==> config.mk <==
export PLATFORM = sky130hd
export DESIGN_NAME = pkconv_unit
export DESIGN_NICKNAME = d
export VERILOG_FILES = /design/src/rtl/pkconv_pkg.sv /design/src/rtl/pkconv_pack.sv /design/src/rtl/pkconv_unpack.sv /design/src/rtl/pkconv_unit.sv
export SDC_FILE = /design/constraint.sdc
export NUM_CORES = 1
export LEC_CHECK = 0
export BUFFER_PORTS_ARGS = -buffer_cell sky130_fd_sc_hd__buf_2
export CAP_MARGIN = 20
export CORE_ASPECT_RATIO = 0.9
export CORE_MARGIN = 2
export CORE_UTILIZATION = 58
export DETAILED_ROUTE_END_ITERATION = 8
export GPL_TIMING_DRIVEN = 0
export PLACE_DENSITY = 0.89
export SYNTH_ARGS = -nofsm -noshare
export SYNTH_HDL_FRONTEND = slang
export SYNTH_SLANG_ARGS = --single-unit
==> constraint.sdc <==
create_clock -name clk -period 1 [get_ports clk]
set_input_delay 0.1 -clock clk [delete_from_list [all_inputs] [get_ports clk]]
set_output_delay 0.1 -clock clk [all_outputs]
set_load 0.1 [all_outputs]
==> src/rtl/pkconv_pkg.sv <==
package pkconv_pkg;
  typedef enum logic [1:0] {
    PK_SSAT = 2'b00,
    PK_USAT = 2'b01,
    UNPK_HI = 2'b10,
    UNPK_LO = 2'b11
  } pkconv_op_e;

  typedef enum logic {
    SZ_NARROW8  = 1'b0,
    SZ_NARROW16 = 1'b1
  } pkconv_sz_e;
endpackage

==> src/rtl/pkconv_pack.sv <==
module pkconv_pack #(
  parameter int DW = 64,
  parameter int NW = 8
) (
  input  logic [DW-1:0] a,
  input  logic [DW-1:0] b,
  input  logic          usat,
  output logic [DW-1:0] y
);
  localparam int WW = 2 * NW;
  localparam int N  = DW / WW;

  // Clamp one wide lane into NW bits, signed or unsigned target.
  function automatic logic [NW-1:0] narrow(input logic [WW-1:0] v, input logic uns);
    logic neg, sfit, ufit;
    neg  = v[WW-1];
    sfit = (v[WW-1:NW-1] == {(NW+1){v[WW-1]}});
    ufit = (v[WW-1:NW] == '0);
    if (uns) begin
      if (neg)       narrow = '0;
      else if (ufit) narrow = v[NW-1:0];
      else           narrow = '1;
    end else begin
      if (sfit)      narrow = v[NW-1:0];
      else if (neg)  narrow = {1'b1, {(NW-1){1'b0}}};
      else           narrow = {1'b0, {(NW-1){1'b1}}};
    end
  endfunction

  for (genvar g = 0; g < 2 * N; g++) begin : g_lane
    if (g < N) begin : g_from_a
      assign y[g*NW +: NW] = narrow(a[g*WW +: WW], usat);
    end else begin : g_from_b
      assign y[g*NW +: NW] = narrow(b[(g-N)*WW +: WW], usat);
    end
  end
endmodule

==> src/rtl/pkconv_unpack.sv <==
module pkconv_unpack #(
  parameter int DW = 64,
  parameter int NW = 8
) (
  input  logic [DW-1:0] a,
  input  logic [DW-1:0] b,
  input  logic          hi,
  output logic [DW-1:0] y
);
  localparam int H = DW / (2 * NW);

  for (genvar k = 0; k < H; k++) begin : g_pair
    assign y[(2*k)*NW   +: NW] = hi ? a[(H+k)*NW +: NW] : a[k*NW +: NW];
    assign y[(2*k+1)*NW +: NW] = hi ? b[(H+k)*NW +: NW] : b[k*NW +: NW];
  end
endmodule

==> src/rtl/pkconv_unit.sv <==
module pkconv_unit #(
  parameter int DW     = 64,
  parameter int BYTE_W = 8
) (
  input  logic          clk,
  input  logic          rst_n,
  input  logic [1:0]    op,
  input  logic          sz,
  input  logic [DW-1:0] src_a,
  input  logic [DW-1:0] src_b,
  output logic [DW-1:0] result
);
  import pkconv_pkg::*;

  localparam int HALF_W = 2 * BYTE_W;

  pkconv_op_e  op_e;
  pkconv_sz_e  sz_e;
  logic [DW-1:0] pack_nb, pack_nh, unpk_nb, unpk_nh;
  logic [DW-1:0] conv_nxt;
  logic          is_usat, is_hi;

  assign op_e    = pkconv_op_e'(op);
  assign sz_e    = pkconv_sz_e'(sz);
  assign is_usat = (op_e == PK_USAT);
  assign is_hi   = (op_e == UNPK_HI);

  pkconv_pack #(.DW(DW), .NW(BYTE_W)) u_pack_b (
    .a(src_a), .b(src_b), .usat(is_usat), .y(pack_nb));
  pkconv_pack #(.DW(DW), .NW(HALF_W)) u_pack_h (
    .a(src_a), .b(src_b), .usat(is_usat), .y(pack_nh));
  pkconv_unpack #(.DW(DW), .NW(BYTE_W)) u_unpk_b (
    .a(src_a), .b(src_b), .hi(is_hi), .y(unpk_nb));
  pkconv_unpack #(.DW(DW), .NW(HALF_W)) u_unpk_h (
    .a(src_a), .b(src_b), .hi(is_hi), .y(unpk_nh));

  always_comb begin
    unique case (op_e)
      PK_SSAT, PK_USAT: conv_nxt = (sz_e == SZ_NARROW16) ? pack_nh : pack_nb;
      default:          conv_nxt = (sz_e == SZ_NARROW16) ? unpk_nh : unpk_nb;
    endcase
  end

  always_ff @(posedge clk or negedge rst_n) begin
    if (!rst_n) result <= '0;
    else        result <= conv_nxt;
  end
endmodule

==> results of run 1 <==
timing repair:
item,4_1_cts
hold buffers,1
endpoints found under the setup margin,128
pin swaps,97
gates cloned,4
setup buffers,45
endpoints found under the hold margin,27
resized for setup,367
cells by family after synthesis:
family          Yosys count  synth area share [%]
buf+inv                  87                 5.161
fa+ha+maj                 8                 1.529
simple gates            321                 23.65
xor+xnor                  1                0.1338
mux                      53                 9.214
compound gates          361                 35.84
flops                    64                 24.47
through the flow:
step / std cells / util (%)
after CTS: 1302 / 95.27
after detailed placement: 1237 / 75.85
after global placement: 1236 / 75.67
after floorplan: 895 / -
==> results by group, run 1 <==
Run status
  – Status: aborted with a tool error
  – Failed at: global routing (5_1_grt)
  – Stop err: [ERROR DPL-0038] Utilization greater than 100%, impossible to legalize

Synthesis
  – Register area share after synthesis: 24.47%
  – Post-synth top area cell: dfrtp_1
  – Top_reg_cell synth: dfrtp_1
  – Mapped Area: 6545 um^2
  – Top cells by count, synth: 114 x nand2_1, 92 x a21oi_1, 64 x dfrtp_1, 64 x nor2_1, 64 x o21ai_0
  – Syn_nets: 1036
  – Post-Syn Instances: 895
  – Top-area cell type share of the netlist area: 24.47%
  – Synth warn: 0
  – Synth async-reset ratio: 100.0%
  – Post-synth EDFFs: 0
  – Most frequent cell after synthesis: nand2_1
  – Number of synthesized register bits: between 60 and 70
  – Synth unique cells: 64
  – Syn_area_per_cell: 7.313 um^2
  – Top cells by area, synth: dfrtp_1 24%, a21oi_1 7.0%, mux2_2 6.5%

Clocking
  – Clk buf depth: 2
  – H-tree depth: 3
  – CTS sink count: 64
  – CTS Buf Count: 9
  – Clk root buf: clkbuf_16

Floorplanning
  – I/O pins: 197
  – Die H: 104.8 um
  – Die Width: 116.0 um
  – Initial core utilization: between 60% and 70%
  – Num rows: 36

Placement
  – DP Area: 8268 um^2
  – Pre-CTS WS: -1600 ps
  – Number of port buffers: 189
  – Final Wtd Congestion: 1.070
  – Final HPWL DP: ~23 mm

GRT
  – Largest net degree at the start of global routing: 38
==> run 2, diff against run 1 <==
--- a/config.mk
+++ b/config.mk
@@ -7,12 +7,11 @@
 export LEC_CHECK = 0
 export BUFFER_PORTS_ARGS = -buffer_cell sky130_fd_sc_hd__buf_2
 export CAP_MARGIN = 20
-export CORE_ASPECT_RATIO = 0.9
 export CORE_MARGIN = 2
-export CORE_UTILIZATION = 58
+export CORE_UTILIZATION = 40
 export DETAILED_ROUTE_END_ITERATION = 8
 export GPL_TIMING_DRIVEN = 0
-export PLACE_DENSITY = 0.89
+export PLACE_DENSITY_LB_ADDON = 0.15
 export SYNTH_ARGS = -nofsm -noshare
 export SYNTH_HDL_FRONTEND = slang
 export SYNTH_SLANG_ARGS = --single-unit
==> results by group, run 2 <==
GRT
  – GRT overflow: 0
  – First-pass GRT wire length: just under 50 mm
  – Initial antenna violation count: 0
  – Largest net degree at the start of global routing: 65
  – Vias in the first global route: 8504
  – Tot GR Track Use: a little over a third

Timing
  – Final count of hold timing violations: 64
  – Final Setup Violations: approximately 120
  – Final worst path period need: 2063 ps
  – Max-slew violation count: 0
  – Worst Max-Slew Pin Slew: approximately 1200 ps
  – Final worst-path cycle share: 206.3%
  – Top achievable clock speed: 484.7 MHz
  – WHS: -143.8 ps
  – Worst slew margin: 17.28%
  – Setup repair after global routing missed its margin: yes
  – Setup ws final: -1063 ps

Flow run
  – Max-cap violation count: 0

Setup path
  – CP required: approximately 1200 ps
  – Crit-path cells: buf_8 > or4_4 > or4_4 > or4_4 > buf_8 > o221ai_2 > nand2_1 > a22o_1
  – Worst-path maximum fanout: 6
  – Arr. time, crit path: 2300 ps
  – Most used cell, CP: or4_4
  – CP max-delay cell: or4_4
  – Worst setup endpoint: result[14]$_DFF_PN0_
  – Critical path type: in -> reg
  – Setup crit start kind: input pin
  – CP Launch Point: src_a[22]
  – Kind of end point of the critical path: flip-flop
  – Max stage delay on crit path: 530 ps

Synthesis
  – Post-synth EDFFs: 0 (unchanged)
  – Number of synthesized register bits: 64 (unchanged)
  – Syn_area_per_cell: 7.313 um^2 (unchanged)
  – Synth warn: 0 (unchanged)
  – Post-Syn Instances: 895 (unchanged)
  – Adder-cell area share of the yosys netlist: 1.529% (unchanged)
  – Simple-Gate Fraction of Synth Area: 23.65% (unchanged)
  – Post-Synth XOR/XNOR Area: 0.1338% (unchanged)
  – Compound-cell area share of the yosys netlist: 35.84% (unchanged)
  – Top_reg_cell synth: dfrtp_1
  – Syn_nets: 1036 (unchanged)
  – Top cells by area, synth: dfrtp_1 24%, a21oi_1 7.0%, mux2_2 6.5%
  – Synth unique cells: 64 (unchanged)
  – Top cells by count, synth: 114 x nand2_1, 92 x a21oi_1, 64 x dfrtp_1, 64 x nor2_1, 64 x o21ai_0
  – Mapped Area: 6545 um^2 (unchanged)
  – Mux share of post-synthesis cell area: 9.214% (unchanged)
  – Largest family of logic cells by synthesized area: compound AO/OA/AOI/OAI gates
  – Post-synth top area cell: dfrtp_1
  – Synth async-reset ratio: 100.0% (unchanged)
  – Register area share after synthesis: 24.47% (unchanged)
  – Most frequent cell after synthesis: nand2_1
  – Top-area cell type share of the netlist area: 24.47% (unchanged)

Run status
  – Status: finished with violations
  – Failing checks: negative hold slack, negative setup slack

Pwr
  – Max VDD drop: 805.7 uV
  – Leak Pwr: 4.298 nW
  – Pwr dens: 1190 nW/um^2

Final layout
  – Most common cell after layout, fill and taps aside: buf_2
  – Top Registers: result (64)
  – Post-route insts no fill: about 1400
  – Max reg flops: 64
  – Antenna Cells: 0
  – Most frequent cells in the layout: 108 x buf_2, 105 x nand2_1, 74 x a21oi_1
  – Most flop-heavy register: result
  – Area growth, synth to finish: 63.03%
  – Nets: about 1300
  – Share of post-route cells with drive strength above 1: between 40% and 50%
  – Final instance area: 10670 um^2

Clocking
  – H-tree depth: 3 (unchanged)
  – Clk root buf: clkbuf_16
  – TritonCTS clock tree: done
  – CTS Buf Count: 9 (unchanged)
  – Clock slew at reported path FFs: ~60 ps
  – CTS sink count: 64 (unchanged)
  – Clk buf depth: 2 (unchanged)

Placement
  – Final HPWL DP: 23.73 mm (+2.6%)
  – DP Area: 8330 um^2 (+0.76%)
  – Final Wtd Congestion: 0.9994 (-6.6%)
  – Placed insts: 1300 (+5.1%)
  – Number of port buffers: 189 (unchanged)

Hold path
  – Type of the worst min-delay path: in -> async

Detailed routing
  – First-pass DRT Iterations: 7
  – Via count: about 9000
  – Vias/cell: ~6.7
  – DR WL/cell: around 25 um
  – Final ANT Viol Nets: 0
  – Residual DRC: 0
  – WL final: 33.67 mm
  – Drt first-iter violations: around 1200

Floorplanning
  – Die H: 131.9 um (+26%)
  – Num rows: 46 (+28%)
  – Initial core utilization: 41.05% (-19 points)
  – I/O pins: 197 (unchanged)
  – DIE AREA: 17400 um^2
  – Core area: 15940 um^2
  – Die Width: 131.9 um (+14%)
## run 2: layout make-up
type / instances / area (um^2)
fill: 1317 / 5273
sequential: 64 / 1602
multi-input combinational: 745 / 5675
tap: 216 / 270.3
timing repair buffer: 243 / 2205
clock buffer: 9 / 225.2
buffer: 54 / 503.0
clock inverter: 7 / 47.55
inverter: 29 / 142.6
## run 2: kinds of logic after synthesis
family	count (synthesis)
XOR/XNOR	1
multiplexers	53
flip-flops	64
AO/OA/AOI/OAI	361
buffers and inverters	87
adder cells (fa/ha/maj)	8
AND/OR/NAND/NOR	321
## run 2: worst min path at each step
stage,slack (ps),to,depth (start not counted),startpoint
2_1_floorplan,-200,result[0]$_DFF_PN0_,0,rst_n
3_3_place_gp,420,result[19]$_DFF_PN0_,3,src_a[35]
3_5_place_dp,260,result[61]$_DFF_PN0_,1,rst_n
4_1_cts,-110,result[61]$_DFF_PN0_,1,rst_n
5_1_grt,-60,result[61]$_DFF_PN0_,1,rst_n
6_report,-140,result[61]$_DFF_PN0_,1,rst_n
## run 2: repair_timing
item / CTS / global route
gates cloned: 5 / 1
buffers inserted: 41 / 10
setup endpoints to repair: 128 / 128
resized for setup: 318 / 131
pin swaps: 73 / 51
hold endpoints to repair: 64 / 64
## run 2: report_power, final
group | leakage, nW | switching (mW) | internal (mW)
Clock | 0.132 | 1.32 | 1.68
Combinational | 3.40 | 4.50 | 2.12
Sequential | 0.762 | 0.202 | 2.89
Total | 4.30 | 6.02 | 6.69
## run 2: per-stage QoR
stage	setup TNS, ps	setup slack [ps]	util [%]	power (mW)
floorplan	-48040	-1210	-	6.845
global placement	-108800	-1608	52.24	8.351
detailed placement	-81750	-1585	52.25	8.359
CTS	-43270	-1057	63.59	12.25
global route	-46670	-1087	66.93	13.05
finish	-43060	-1063	66.93	12.70
## run 2: critical path, delay by kind of cell
kind                   cells  cell delay [ps]
and+or+nand+nor            4             1540
AOI/OAI and AO/OA          2              370
buffers and inverters      2              280
## run 2: layer usage
layer | wire (um) | up-vias | GRT usage [%]
met3 | 4266 | 108 | 8.266
met4 | 1202 | 0 | 16.91
met1 | 13590 | 4380 | 49.98
li1 | - | 3950 | -
met2 | 14600 | 712 | 54.14
met5 | 0 | - | 0
(Power assumes the default switching activity.)
